### src/rtl/coh_pkg.sv
package coh_pkg;

    typedef enum logic [1:0] {
        LS_I = 2'd0,
        LS_S = 2'd1,
        LS_E = 2'd2,
        LS_M = 2'd3
    } line_st_t;

    localparam logic [2:0] NI_DATA  = 3'd1;
    localparam logic [2:0] NI_GRANT = 3'd2;
    localparam logic [2:0] NI_IACK  = 3'd3;
    localparam logic [2:0] NI_INTV  = 3'd4;
    localparam logic [2:0] NI_INVL  = 3'd5;

    typedef enum logic [2:0] {
        NO_NONE  = 3'd0,
        NO_READ  = 3'd1,
        NO_READX = 3'd2,
        NO_UPGR  = 3'd3,
        NO_DATA  = 3'd4,
        NO_IACK  = 3'd5
    } out_kind_t;

    typedef enum logic [1:0] {
        MS_IDLE = 2'd0,
        MS_RD   = 2'd1,
        MS_WR   = 2'd2
    } miss_t;

    function automatic logic is_owner(line_st_t s);
        return (s == LS_E) || (s == LS_M);
    endfunction

endpackage

### src/rtl/coh_miss_tracker.sv
module coh_miss_tracker
    import coh_pkg::*;
#(
    parameter int ACK_W = 3
) (
    input  logic             clk,
    input  logic             rst,
    input  logic             start_rd,
    input  logic             start_wr,
    input  logic             data_rsp,
    input  logic             grant_rsp,
    input  logic             iack,
    input  logic [ACK_W-1:0] ack_need,
    output logic             busy,
    output miss_t            kind,
    output logic             done
);
    // one extra bit so early acknowledgments may drive the count below zero
    localparam int CNT_W = ACK_W + 1;
    localparam logic [CNT_W-1:0] ONE = CNT_W'(1);

    miss_t            kind_q;
    logic [CNT_W-1:0] cnt_q, cnt_d;
    logic             got_q, got_d;

    always_comb begin
        cnt_d = cnt_q;
        got_d = got_q;
        done  = 1'b0;
        case (kind_q)
            MS_RD: done = data_rsp;
            MS_WR: begin
                if (data_rsp || grant_rsp) begin
                    cnt_d = cnt_q + {1'b0, ack_need};
                    got_d = 1'b1;
                end else if (iack) begin
                    cnt_d = cnt_q - ONE;
                end
                done = got_d && (cnt_d == '0);
            end
            default: done = 1'b0;
        endcase
    end

    always_ff @(posedge clk) begin
        if (rst) begin
            kind_q <= MS_IDLE;
            cnt_q  <= '0;
            got_q  <= 1'b0;
        end else if (start_rd) begin
            kind_q <= MS_RD;
        end else if (start_wr) begin
            kind_q <= MS_WR;
            cnt_q  <= '0;
            got_q  <= 1'b0;
        end else if (done) begin
            kind_q <= MS_IDLE;
        end else begin
            cnt_q <= cnt_d;
            got_q <= got_d;
        end
    end

    assign busy = (kind_q != MS_IDLE);
    assign kind = kind_q;

endmodule

### src/rtl/coh_snoop_unit.sv
module coh_snoop_unit
    import coh_pkg::*;
(
    input  logic      intv,
    input  logic      invl,
    input  line_st_t  st,
    output logic      send,
    output out_kind_t kind,
    output logic      wb,
    output line_st_t  nxt
);
    always_comb begin
        send = 1'b0;
        kind = NO_NONE;
        wb   = 1'b0;
        nxt  = st;
        if (intv) begin
            if (is_owner(st)) begin
                send = 1'b1;
                kind = NO_DATA;
                wb   = (st == LS_M);
                nxt  = LS_S;
            end
        end else if (invl) begin
            send = 1'b1;
            kind = is_owner(st) ? NO_DATA : NO_IACK;
            nxt  = LS_I;
        end
    end

endmodule

### src/rtl/node_coh_ctrl.sv
module node_coh_ctrl
    import coh_pkg::*;
#(
    parameter int DATA_W  = 32,
    parameter int NODE_W  = 2,
    parameter int ACK_W   = 3,
    parameter int HOME_ID = 0
) (
    input  logic              clk,
    input  logic              rst,
    input  logic              cpu_req_valid,
    input  logic              cpu_req_write,
    input  logic [DATA_W-1:0] cpu_req_wdata,
    output logic              cpu_req_ready,
    output logic              cpu_resp_valid,
    output logic [DATA_W-1:0] cpu_resp_data,
    input  logic              net_in_valid,
    input  logic [2:0]        net_in_kind,
    input  logic [NODE_W-1:0] net_in_peer,
    input  logic [DATA_W-1:0] net_in_data,
    input  logic [ACK_W-1:0]  net_in_acks,
    input  logic              net_in_excl,
    output logic              net_out_valid,
    output logic [2:0]        net_out_kind,
    output logic [NODE_W-1:0] net_out_dest,
    output logic [DATA_W-1:0] net_out_data,
    output logic              home_wb_valid,
    output logic [DATA_W-1:0] home_wb_data,
    output logic [1:0]        line_state
);
    localparam logic [NODE_W-1:0] HOME_NODE = NODE_W'(HOME_ID);

    line_st_t          st_q, st_d;
    logic [DATA_W-1:0] data_q, data_d, wdata_q, wdata_d;
    logic              ov_q, ov_d, wbv_q, wbv_d, rv_q, rv_d;
    out_kind_t         ok_q, ok_d;
    logic [NODE_W-1:0] od_q, od_d;
    logic [DATA_W-1:0] odata_q, odata_d, wbd_q, wbd_d, rdat_q, rdat_d;

    logic      is_intv, is_invl, is_data, is_grant, is_iack;
    logic      busy, miss_done, start_rd, start_wr, cpu_acc;
    miss_t     miss_kind;
    logic      snp_send, snp_wb;
    out_kind_t snp_kind;
    line_st_t  snp_nxt;

    assign is_data  = net_in_valid && (net_in_kind == NI_DATA);
    assign is_grant = net_in_valid && (net_in_kind == NI_GRANT);
    assign is_iack  = net_in_valid && (net_in_kind == NI_IACK);
    assign is_intv  = net_in_valid && (net_in_kind == NI_INTV);
    assign is_invl  = net_in_valid && (net_in_kind == NI_INVL);

    assign cpu_req_ready = !busy && !net_in_valid;
    assign cpu_acc       = cpu_req_valid && cpu_req_ready;

    coh_miss_tracker #(.ACK_W(ACK_W)) u_miss (
        .clk       (clk),
        .rst       (rst),
        .start_rd  (start_rd),
        .start_wr  (start_wr),
        .data_rsp  (is_data),
        .grant_rsp (is_grant),
        .iack      (is_iack),
        .ack_need  (net_in_acks),
        .busy      (busy),
        .kind      (miss_kind),
        .done      (miss_done)
    );

    coh_snoop_unit u_snoop (
        .intv (is_intv),
        .invl (is_invl),
        .st   (st_q),
        .send (snp_send),
        .kind (snp_kind),
        .wb   (snp_wb),
        .nxt  (snp_nxt)
    );

    always_comb begin
        st_d     = st_q;
        data_d   = data_q;
        wdata_d  = wdata_q;
        ov_d     = 1'b0;
        ok_d     = NO_NONE;
        od_d     = HOME_NODE;
        odata_d  = '0;
        wbv_d    = 1'b0;
        wbd_d    = '0;
        rv_d     = 1'b0;
        rdat_d   = '0;
        start_rd = 1'b0;
        start_wr = 1'b0;
        if (is_intv || is_invl) begin
            st_d    = snp_nxt;
            ov_d    = snp_send;
            ok_d    = snp_kind;
            od_d    = net_in_peer;
            odata_d = (snp_kind == NO_DATA) ? data_q : '0;
            wbv_d   = snp_wb;
            wbd_d   = snp_wb ? data_q : '0;
        end else if (miss_done) begin
            rv_d = 1'b1;
            if (miss_kind == MS_RD) begin
                st_d   = net_in_excl ? LS_E : LS_S;
                data_d = net_in_data;
                rdat_d = net_in_data;
            end else begin
                st_d   = LS_M;
                data_d = wdata_q;
                rdat_d = wdata_q;
            end
        end else if (cpu_acc) begin
            if (!cpu_req_write) begin
                if (st_q != LS_I) begin
                    rv_d   = 1'b1;
                    rdat_d = data_q;
                end else begin
                    ov_d     = 1'b1;
                    ok_d     = NO_READ;
                    start_rd = 1'b1;
                end
            end else begin
                case (st_q)
                    LS_E, LS_M: begin
                        st_d   = LS_M;
                        data_d = cpu_req_wdata;
                        rv_d   = 1'b1;
                        rdat_d = cpu_req_wdata;
                    end
                    LS_S: begin
                        ov_d     = 1'b1;
                        ok_d     = NO_UPGR;
                        start_wr = 1'b1;
                        wdata_d  = cpu_req_wdata;
                    end
                    default: begin
                        ov_d     = 1'b1;
                        ok_d     = NO_READX;
                        start_wr = 1'b1;
                        wdata_d  = cpu_req_wdata;
                    end
                endcase
            end
        end
    end

    always_ff @(posedge clk) begin
        if (rst) begin
            st_q    <= LS_I;
            data_q  <= '0;
            wdata_q <= '0;
            ov_q    <= 1'b0;
            ok_q    <= NO_NONE;
            od_q    <= '0;
            odata_q <= '0;
            wbv_q   <= 1'b0;
            wbd_q   <= '0;
            rv_q    <= 1'b0;
            rdat_q  <= '0;
        end else begin
            st_q    <= st_d;
            data_q  <= data_d;
            wdata_q <= wdata_d;
            ov_q    <= ov_d;
            ok_q    <= ok_d;
            od_q    <= od_d;
            odata_q <= odata_d;
            wbv_q   <= wbv_d;
            wbd_q   <= wbd_d;
            rv_q    <= rv_d;
            rdat_q  <= rdat_d;
        end
    end

    assign line_state     = st_q;
    assign net_out_valid  = ov_q;
    assign net_out_kind   = ok_q;
    assign net_out_dest   = od_q;
    assign net_out_data   = odata_q;
    assign home_wb_valid  = wbv_q;
    assign home_wb_data   = wbd_q;
    assign cpu_resp_valid = rv_q;
    assign cpu_resp_data  = rdat_q;

endmodule

### config.mk
export PLATFORM = sky130hd
export DESIGN_NAME = node_coh_ctrl
export DESIGN_NICKNAME = d
export VERILOG_FILES = /design/src/rtl/coh_pkg.sv /design/src/rtl/coh_miss_tracker.sv /design/src/rtl/coh_snoop_unit.sv /design/src/rtl/node_coh_ctrl.sv
export SDC_FILE = /design/constraint.sdc
export NUM_CORES = 1
export LEC_CHECK = 0
export ABC_AREA = 1
export ABC_CLOCK_PERIOD_IN_PS = 2340
export BUFFER_PORTS_ARGS = -buffer_cell sky130_fd_sc_hd__buf_4
export CORE_ASPECT_RATIO = 0.9
export CORE_UTILIZATION = 50
export CTS_BUF_LIST = sky130_fd_sc_hd__clkbuf_2 sky130_fd_sc_hd__clkbuf_4 sky130_fd_sc_hd__clkbuf_8
export CTS_CLUSTER_SIZE = 30
export DETAILED_ROUTE_END_ITERATION = 16
export GPL_ROUTABILITY_DRIVEN = 0
export PLACE_DENSITY = 0.85
export SLEW_MARGIN = 20
export SYNTH_ARGS = -nofsm -noshare
export SYNTH_HDL_FRONTEND = slang
export SYNTH_SLANG_ARGS = --single-unit
### constraint.sdc
create_clock -name clk -period 2.34 [get_ports clk]
set_clock_uncertainty 0.2 [all_clocks]
set_input_delay 0.117 -clock clk [delete_from_list [all_inputs] [get_ports clk]]
set_output_delay 0.117 -clock clk [all_outputs]
set_load 0.1 [all_outputs]
==> impl_results.md, run 1 <==
* Sink Count at about 180
* Post-DRT Antenna Nets at 0
* Hpwl dp at between 10000 and 15000 um
* Largest net degree at the start of global routing at 67
* DP Cell Count at 1351
* Layout Cells excl Fill at 1480
* Synth Area in XOR/XNOR at 0.119%
* Commonest non-fill, non-tap cell in the layout: nand2_1
* Fmax achieved at 0.396 GHz
* Final min period at 2530 ps
* Sequential fraction of the synthesis area at between 40 and 50%
* Synthesis warning total at 0
* CTS buffer count at 17
* Reg clk slew, reported paths at 90 ps
* Peak VDD IR at 0.000722 V
* CTS tree: yes
* Final setup viols at about 110
* Core Region at 0.0142 mm2
* Status: finished, violations left
* Clock Root Buffer: clkbuf_8
* Worst Tran Pin Value at between 600 and 700 ps
* Layout cells sized above 1 at 27.8%
* Total power at 6.44 mW
* Most frequent cells in the layout: nand2_1, buf_4, dfxtp_1, nor2_1, inv_1
* Area Overhead vs Synth at 49.0%
* DRC Markers at 0
* H-tree Lvls at 4
* Crit. End Element: flop
* Clk Latency, worst-skew pair at 480 ps
* DR iter-0 viols at 950
* Synth Area in Simple Gates at 26.6%
* Pwr/cell area at around 590 mW/mm2
* Setup CP Type: flop to flop
* Worst Hold Class: primary input to flop
* CP required at 2530 ps
* Mapped Nets at 1091
* Die width at 130 um
* Final period utilization at 108%
* Mux cell area share after synthesis at 0%
* WP data arrival at 2720 ps
* Clock buffer depth at 2
* Unrepaired setup endpoints after global routing: true
* P_leak at 4.89 nW
* Die Span Y at 117 um
* Hold Fails Final Rpt at 0
* Num rows at 41
* Vias at around 8100
* Vias in the first global route at 7546
* Worst Path Max Fanout at 17
* Post-Synthesis Cells at between 1000 and 1500
* Final Max Tran Viols at 0
* PortBufs at 184
* Synth Cell Area at 0.00734 mm2
* IO Pins at around 190
* Vias per cell at 5.50
* Distinct cell type count after synthesis at 35
* Post-Synth Adder-Cell Area at 1.47%
* Final nets at around 1400
* Mean Syn Cell Area at 7.30 um2
* Final setup margin at -186 ps
* Initial Util at around 52%
* Violated checks: negative setup slack
* Critical path startpoint category: flop
* WL final at 25800 um
* Drt pass-1 iters at 6
* Slew headroom at 53.5%
* Largest family of logic cells by synthesized area: simple AND/OR/NAND/NOR gates
* Grt ovf at 0
* Routed len/inst at 17.5 um
* Initial antenna violation count at 1
* Register bit total from synthesis at 177
* Total global-route track usage at 31.5%
* Max-Cap Viols at 0
* Synth Area in Compound Gates at 13.7%
* Die ar. at 0.0152 mm2
* First-pass GRT wire length at 36700 um
worst max-delay path, cell delays in order, from the launching register on:
cell and delay, ps:
dfxtp_2 360, ha_4 140, inv_2 30, fa_1 420, or2_0 210, nand2_1 90, nor2_2 40, nand3_2 70
nand2_4 70, nand2_8 110, buf_12 130, inv_16 50, nor2_8 110, buf_12 170, nand2_1 90, a21oi_2 160
kinds of logic (layout without fill, tap and decap cells):
kind of cell / count (synthesis) / count (layout)
buffers and inverters: 162 / 443
other: 0 / 1
AO/OA/AOI/OAI: 178 / 178
XOR/XNOR: 1 / 1
adder cells (fa/ha/maj): 8 / 8
flip-flops: 177 / 177
AND/OR/NAND/NOR: 479 / 479
final timing paths:
kind	cells after the start	slack [ps]	start	endpoint
min	6	40	cpu_req_valid	cpu_resp_data[31]
max	15	-190	u_miss.cnt_q[0]	cpu_resp_data[0]
max reg2reg	15	-190	u_miss.cnt_q[0]	cpu_resp_data[0]
min reg2reg	2	250	wdata_q[16]	wdata_q[16]
metal layers:
| layer | wire length, um | global-route usage, % | vias to the layer above |
|---|---|---|---|
| met5 | 0 | 0 | - |
| met4 | 973 | 15.3 | 0 |
| met3 | 2490 | 8.59 | 110 |
| met2 | 12900 | 54.2 | 599 |
| met1 | 9510 | 36.5 | 3728 |
| li1 | - | - | 3701 |
where the power goes:
part           total (mW)  internal, mW  leakage (nW)  switching, mW
clock                2.41          1.31         0.229           1.09
sequential           3.09          3.07          1.43         0.0283
combinational       0.936         0.386          3.23          0.550
through the flow:
step	setup TNS, ps	setup slack [ps]	util (%)	hold WS [ps]	cell area, um2
2_1_floorplan	0	31.5	-	29.2	7350
3_3_place_gp	-2170	-71.8	63.7	134	9020
3_5_place_dp	-8340	-166	63.7	148	9020
4_1_cts	-8640	-136	75.0	19.3	10600
5_1_grt	-24850	-319	77.2	33.2	10900
6_report	-11640	-186	77.2	38.0	10900
synthesized netlist by cell type:
cell       number  share of area [%]
o211ai_1        2               0.20
o21ai_1         4               0.27
a21boi_2        1               0.15
nor2_8          1               0.27
nand3b_1        1               0.10
nor2_4          1               0.15
buf_6          10                1.5
nand4_1         5               0.43
o31ai_1        32                3.3
clkbuf_1       34                1.7
o2111ai_1       1               0.12
buf_2           5               0.34
or2_0           1              0.085
nand2_1       259                 13
nor2_1        156                8.0
nand3_1        45                3.1
nand2_8         1               0.27
inv_6           1               0.12
nand2_2         3               0.26
inv_1          95                4.9
o21ai_0        67                4.6
dfxtp_1       177                 48
nand3_2         2               0.27
fa_1            1               0.27
nand2_4         1               0.15
o211ai_2        1               0.17
buf_1           5               0.26
a21oi_1        67                4.6
a21oi_2         3               0.36
ha_1            7                1.2
nor2_2          2               0.17
nor4_1          1              0.085
inv_2           4               0.20
buf_4           8               0.82
xor2_1          1               0.12
area by class of cell:
cell class	count	area, um2
sequential	177	3550
antenna	1	2.50
clock buffer	21	264
inverter	100	399
timing repair buffer	312	2920
fill	896	3220
multi-input combinational	666	3380
clock inverter	10	184
tap	193	241
state kept, by name (all words and copies together) (netlist names):
name / count
net_out_dest: 2
u_miss.got_q: 1
data_q: 32
line_state: 2
wdata_q: 32
net_out_data: 32
home_wb_valid: 1
cpu_resp_valid: 1
u_miss.kind: 2
net_out_kind: 3
cpu_resp_data: 32
u_miss.cnt_q: 4
home_wb_data: 32
net_out_valid: 1
timing repair:
| action | in CTS | in global routing |
|---|---|---|
| endpoints found under the hold margin | 109 | 0 |
| buffers inserted | 7 | 3 |
| gates resized for setup | 74 | 47 |
| cloned | 5 | 5 |
| setup endpoints to repair | 102 | 141 |
| hold buffers | 77 | 0 |
| pin swaps | 19 | 9 |
(Power assumes the default switching activity.)
==> run 2: changes to the inputs <==
- ABC_CLOCK_PERIOD_IN_PS: 2340 -> 2600
- CORE_UTILIZATION: 50 -> 55
- PLACE_DENSITY: 0.85 -> 0.88
- clock period: 2.34 -> 2.6 ns (I/O delays scaled with it)
==> run 2 against run 1 <==
Effect of this change: the run now ends clean; clock power down 19%; fmax is 2.3% lower; non-clock buffer count fell by 24; clock-buffer cell count is 4 lower; register-to-register slack improved by 200 ps; critical endpoint is now cpu_resp_data[14]; largest power group unchanged.
==> impl_results.md, run 2 (synthesized netlist as in run 1, its figures left out) <==
* Status: finished, final reports clean (was finished, violations left)
* CTS tree: yes (unchanged)
* Hpwl dp at 13000 um (was 13400 um)
* Total power at 5.48 mW (was 6.44 mW)
* Crit. End Element: flop (unchanged)
* Filler instances at 845 (was 896)
* Layout Cells excl Fill at 1426 (was 1480)
* WL final at 22500 um (was 25800 um)
* Slew headroom at 34.9% (was 53.5%)
* DRC Markers at 0 (unchanged)
* WL met2 at 10900 um (was 12900 um)
* Drt pass-1 iters at 5 (was 6)
* Final setup viols at 0 (was 107)
* H-tree Lvls at 4 (unchanged)
* Met3 WL at 2110 um (was 2490 um)
* Reg clk slew, reported paths at 100 ps (was 90 ps)
* Worst Path Max Fanout at 9 (was 17)
* Initial antenna violation count at 0 (was 1)
* Die width at 124 um (was 130 um)
* WP data arrival at 2790 ps (was 2720 ps)
* Final setup margin at 14.4 ps (was -186 ps)
* Largest net degree at the start of global routing at 67 (unchanged)
* IO Pins at 185 (unchanged)
* Peak VDD IR at 0.000510 V (was 0.000722 V)
* Hold Fails Final Rpt at 0 (unchanged)
* Max Used Layer: met4 (unchanged)
* Sink Count at 177 (unchanged)
* Post-DRT Antenna Nets at 0 (unchanged)
* DP Cell Count at 1313 (was 1351)
* Unrepaired setup endpoints after global routing: true (unchanged)
* First-pass GRT wire length at 34800 um (was 36700 um)
* Clk Latency, worst-skew pair at 470 ps (was 480 ps)
* Num rows at 39 (was 41)
* CP required at 2800 ps (was 2530 ps)
* Die ar. at 0.0138 mm2 (was 0.0152 mm2)
* DR iter-0 viols at 894 (was 950)
* Inserted Diodes at 0 (was 1)
* Most frequent cells in the layout: nand2_1, buf_4, dfxtp_1, nor2_1, inv_1 (unchanged)
* Sw power at 1.48 mW (was 1.67 mW)
* Final period utilization at 99.4% (was 108%)
* Core Region at 0.0128 mm2 (was 0.0142 mm2)
* Pwr/cell area at 537 mW/mm2 (was 589 mW/mm2)
* Clock buffer depth at 2 (unchanged)
* Wl on met1 at 8700 um (was 9510 um)
* Worst Tran Pin Value at 975 ps (was 694 ps)
* Clock Root Buffer: clkbuf_8 (unchanged)
* Vias per cell at 5.38 (was 5.50)
* Area Overhead vs Synth at 39.3% (was 49.0%)
* Final nets at 1337 (was 1360)
* Vias at 7675 (was 8138)
* Final Max Tran Viols at 0 (unchanged)
* Fmax achieved at 0.387 GHz (was 0.396 GHz)
* Max-Cap Viols at 0 (unchanged)
* Initial Util at 57.2% (was 51.8%)
* Combinational power share at 13.5% (was 14.5%)
* Clock share of power at 35.8% (was 37.4%)
* Setup CP Type: flop to flop (unchanged)
* Vias in the first global route at 7221 (was 7546)
* Crit path from: u_miss.cnt_q[0] (unchanged)
* Hold_sp: net_in_valid (was cpu_req_valid)
* Reg power frac at 50.7% (was 48.1%)
* Worst Hold Class: primary input to flop (unchanged)
* Routed len/inst at 15.8 um (was 17.5 um)
* Die Span Y at 112 um (was 117 um)
* Switching Fraction at 26.9% (was 26.0%)
* Final min period at 2590 ps (was 2530 ps)
* PortBufs at 184 (unchanged)
* Commonest non-fill, non-tap cell in the layout: nand2_1 (unchanged)
* Total global-route track usage at 32.4% (was 31.5%)
* Layout cells sized above 1 at 22.9% (was 27.8%)
* Worst slack, placed at 55.6 ps (was -166 ps)
* Worst r2r src: u_miss.cnt_q[0] (unchanged)
* Critical path startpoint category: flop (unchanged)
* P_leak at 4.62 nW (was 4.89 nW)
* Grt ovf at 0 (unchanged)
* CTS buffer count at 17 (unchanged)
* Int Power at 4.01 mW (was 4.77 mW)
* Setup TNS at 0 ps (was -11640 ps)
## run 2: cell count changes in the layout (fill, tap and decap cells not counted), moves of 5 or more
cell / delta
buf_16: -6
buf_4: -8
buf_12: -5
nor2_2: -7
a21oi_2: -10
a21oi_1: +11
nor2_1: +8
nand2_1: +10
o21ai_0: +28
nand2_2: -7
o21ai_1: -14
o21ai_2: -13
## run 2: worst paths after layout
| kind | slack, ps | cells past startpoint | endpoint |
|---|---|---|---|
| worst min register to register | 250 | 2 | wdata_q[10] |
| worst max-delay path | 10 | 14 | cpu_resp_data[14] |
| worst max register to register | 10 | 14 | cpu_resp_data[14] |
| worst min-delay path | 10 | 6 | line_state[1] |
## run 2: routing by layer
layer,vias to the layer above,GRT usage (%)
li1,3655,-
met1,3499,38.9
met2,456,54.6
met3,65,7.99
met4,0,13.5
met5,-,0
## run 2: power by group through the flow
stage | sequential, mW | combinational [mW] | clock [mW]
global route | 2.79 | 0.801 | 2.10
floorplan | 2.89 | 0.332 | 0
finish | 2.78 | 0.743 | 1.96
detailed placement | 2.84 | 0.596 | 0
global placement | 2.84 | 0.583 | 0
CTS | 2.78 | 0.689 | 1.96
## run 2: per-stage QoR
step                utilization, %  instance area [um2]  hold slack, ps
global placement              69.0                 8850             146
floorplan                        -                 7340            42.2
CTS                           77.9                10000            8.89
finish                        79.6                10200            10.3
global route                  79.6                10200            57.7
detailed placement            69.0                 8850             151
## run 2: layout make-up
| class | count | area [um2] | area share (%) |
|---|---|---|---|
| clock buffer | 17 | 234 | 2.29 |
| clock inverter | 13 | 163 | 1.59 |
| inverter | 100 | 383 | 3.75 |
| multi-input combinational | 667 | 3180 | 31.1 |
| sequential | 177 | 3550 | 34.7 |
| tap | 164 | 205 | 2.01 |
| timing repair buffer | 288 | 2510 | 24.5 |
## run 2: worst max-delay path: stages, from the launching register on
cell       delay (ps)
dfxtp_2           370
ha_4              130
inv_2              30
fa_1              440
or2_0             210
nand2_1           100
nor2_2             50
nand3_2            70
nand2_4            70
nand2_8           110
inv_8              70
nor2_8            240
clkbuf_16         200
nand2_1            70
a21oi_2           140
## run 2: what timing repair did
| action | 4_1_cts | 5_1_grt |
|---|---|---|
| hold endpoints to repair | 108 | 0 |
| buffers inserted | 0 | 4 |
| setup endpoints to repair | 0 | 131 |
| resized for setup | 0 | 29 |
| hold buffers | 75 | 0 |
==> run 3: changes to the inputs <==
- PLACE_DENSITY: 0.88 -> not set
- PLACE_DENSITY_LB_ADDON: not set -> 0.25
==> run 3 against run 2 <==
Effect of this change: core utilization grew 4.0 points; non-clock buffer count up 12; the flow now finishes with violations (negative setup slack); flip-flop and latch count stayed put; largest power group unchanged; cell area increased by 5.0%; die area is the same; wire length grew 9.5%; final cell count is 1.1% higher; critical path type unchanged.
==> impl_results.md, run 3 (synthesized netlist as in run 1, its figures left out) <==
* Status: finished, violations left (was finished, final reports clean)
* Violated checks: negative setup slack
* WL final at 24600 um (was 22500 um)
* Vias per cell at 5.46 (was 5.38)
* Initial antenna violation count at 1 (was 0)
* IO Pins at 185 (unchanged)
* Grt ovf at 0 (unchanged)
* Slew headroom at 55.4% (was 34.9%)
* Clk Latency, worst-skew pair at 460 ps (was 470 ps)
* Routed len/inst at 17.1 um (was 15.8 um)
* DR iter-0 viols at 771 (was 894)
* CP delay by family, top: simple AND/OR/NAND/NOR gates (unchanged)
* CP dominant cell by count: nand2_1 (unchanged)
* Clock share of power at 36.3% (was 35.8%)
* First-pass GRT wire length at 35100 um (was 34800 um)
* WP data arrival at 2780 ps (was 2790 ps)
* H-tree Lvls at 4 (unchanged)
* Cells along the critical path: ha_4, inv_2, fa_1, or2_0, nand2_1, nor2_2, nand3_2, nand2_4, nand2_8, clkinv_8, buf_12, nand2_1, nand2_1, nor2_1, nor2_1 (was ha_4, inv_2, fa_1, or2_0, nand2_1, nor2_2, nand3_2, nand2_4, nand2_8, inv_8, nor2_8, clkbuf_16, nand2_1, a21oi_2)
* Combinational power share at 14.2% (was 13.5%)
* Initial Util at 57.2% (unchanged)
* Filler instances at 754 (was 845)
* Worst path buffer plus inverter count at 3 (unchanged)
* Reg power frac at 49.5% (was 50.7%)
* Clock buffer depth at 2 (unchanged)
* Final period utilization at 101% (was 99.4%)
* Most frequent cells in the layout: nand2_1, buf_4, dfxtp_1, nor2_1, inv_1 (unchanged)
* Layout cells sized above 1 at 27.7% (was 22.9%)
* Final min period at 2620 ps (was 2590 ps)
* DP Cell Count at 1313 (unchanged)
* Final core occ at 83.6% (was 79.6%)
* Area Overhead vs Synth at 46.2% (was 39.3%)
* Vias at 7869 (was 7675)
* WL met2 at 12100 um (was 10900 um)
* Die ar. at 0.0138 mm2 (unchanged)
* Switching Fraction at 27.5% (was 26.9%)
* Pwr/cell area at 525 mW/mm2 (was 537 mW/mm2)
* Commonest non-fill, non-tap cell in the layout: nand2_1 (unchanged)
* Layout Cells excl Fill at 1441 (was 1426)
* Die width at 124 um (unchanged)
* Int Power at 4.08 mW (was 4.01 mW)
* Reg clk slew, reported paths at 100 ps (about the same)
* Max Used Layer: met4 (unchanged)
* Final setup margin at -21.1 ps (was 14.4 ps)
* Crit-path max cell delay at 420 ps (was 440 ps)
* Setup TNS at -36.6 ps (was 0 ps)
* Largest net degree at the start of global routing at 67 (unchanged)
* Core Region at 0.0128 mm2 (unchanged)
* Num rows at 39 (unchanged)
* Hold Fails Final Rpt at 0 (unchanged)
* Critical path startpoint category: flop (unchanged)
* PortBufs at 184 (unchanged)
* Post-DRT Antenna Nets at 0 (unchanged)
* Sw power at 1.55 mW (was 1.48 mW)
* Max-Cap Viols at 0 (unchanged)
* Worst Tran Pin Value at 670 ps (was 975 ps)
* Setup CP Type: flop to flop (unchanged)
* Worst Path Max Fanout at 17 (was 9)
* Final Max Tran Viols at 0 (unchanged)
* Die Span Y at 112 um (unchanged)
* Wl on met1 at 9400 um (was 8700 um)
* CTS buffer count at 17 (unchanged)
* Worst slack, placed at 40.7 ps (was 55.6 ps)
* Vias in the first global route at 7330 (was 7221)
* Final nets at 1349 (was 1337)
* P_leak at 4.77 nW (was 4.62 nW)
* CTS tree: yes (unchanged)
* Met3 WL at 2250 um (was 2110 um)
* Fmax achieved at 0.382 GHz (was 0.387 GHz)
* Total global-route track usage at 32.5% (was 32.4%)
* Unrepaired setup endpoints after global routing: true (unchanged)
* Clock Root Buffer: clkbuf_8 (unchanged)
* Worst Hold Class: primary input to flop (unchanged)
* Crit. End Element: flop (unchanged)
* Hpwl dp at 13200 um (was 13000 um)
* DRC Markers at 0 (unchanged)
* Final setup viols at 3 (was 0)
* Sink Count at 177 (unchanged)
* Drt pass-1 iters at 9 (was 5)
* Peak VDD IR at 0.000690 V (was 0.000510 V)
* Critical path's slowest cell: fa_1 (unchanged)
* CP required at 2760 ps (was 2800 ps)
==> run 3: cell types whose count changed in the layout (fill, tap and decap cells not counted), moves of 6 or more <==
cell,previous run,this run
nand2_1,257,233
nor2_1,153,143
a21oi_2,15,28
nor2_2,3,10
o21ai_0,66,53
nand2_2,3,18
a21oi_1,55,42
o21ai_1,5,15
nand2_4,4,10
==> run 3: worst paths after layout <==
kind	startpoint	end	cells after the start	slack, ps
min reg2reg	wdata_q[12]	wdata_q[12]	2	250
max	u_miss.cnt_q[0]	data_q[8]	15	-20
max reg2reg	u_miss.cnt_q[0]	data_q[8]	15	-20
min	net_in_valid	home_wb_valid	6	100
==> run 3: metal layers <==
metal	vias up	track usage, %
met2	469	54.4
met5	-	0
met4	0	15.4
li1	3691	-
met3	86	6.81
met1	3623	39.5
==> run 3: per-stage QoR <==
step / power, mW / area [um2] / hold slack, ps
2_1_floorplan: 3.22 / 7340 / 42.2
3_3_place_gp: 3.43 / 8880 / 143
3_5_place_dp: 3.44 / 8880 / 152
4_1_cts: 5.50 / 10100 / 54.0
5_1_grt: 5.80 / 10700 / 142
6_report: 5.63 / 10700 / 101
==> run 3: final cells by class <==
class / instances / area (um2) / area share (%)
flip-flops and latches: 177 / 3550 / 33.0
multi-input cells: 667 / 3420 / 31.9
repair buffers: 300 / 2740 / 25.5
inverters: 100 / 393 / 3.66
clock buffers: 18 / 248 / 2.31
well taps: 164 / 205 / 1.91
clock inverters: 14 / 183 / 1.70
diodes: 1 / 2.50 / 0.0233
==> run 3: timing repair <==
item | in CTS | in global routing
gates cloned | 1 | 10
pin swaps | 0 | 24
buffers inserted | 0 | 9
endpoints found under the hold margin | 108 | 0
endpoints found under the setup margin | 1 | 102
gates resized for setup | 3 | 104
hold buffers | 75 | 0
==> run 3: power by group through the flow <==
stage / Combinational (mW) / Clock, mW / Sequential (mW)
final: 0.800 / 2.04 / 2.79
after global routing: 0.856 / 2.15 / 2.79
after CTS: 0.698 / 2.02 / 2.78
after detailed placement: 0.595 / 0 / 2.85
after global placement: 0.585 / 0 / 2.85
after floorplan: 0.332 / 0 / 2.89
==> run 3: worst reg2reg max path, stage by stage (launching register included) <==
cell	delay, ps
dfxtp_2	370
ha_4	140
inv_2	30
fa_1	420
or2_0	230
nand2_1	120
nor2_2	60
nand3_2	80
nand2_4	80
nand2_8	160
clkinv_8	110
buf_12	160
nand2_1	110
nand2_1	70
nor2_1	120
nor2_1	70
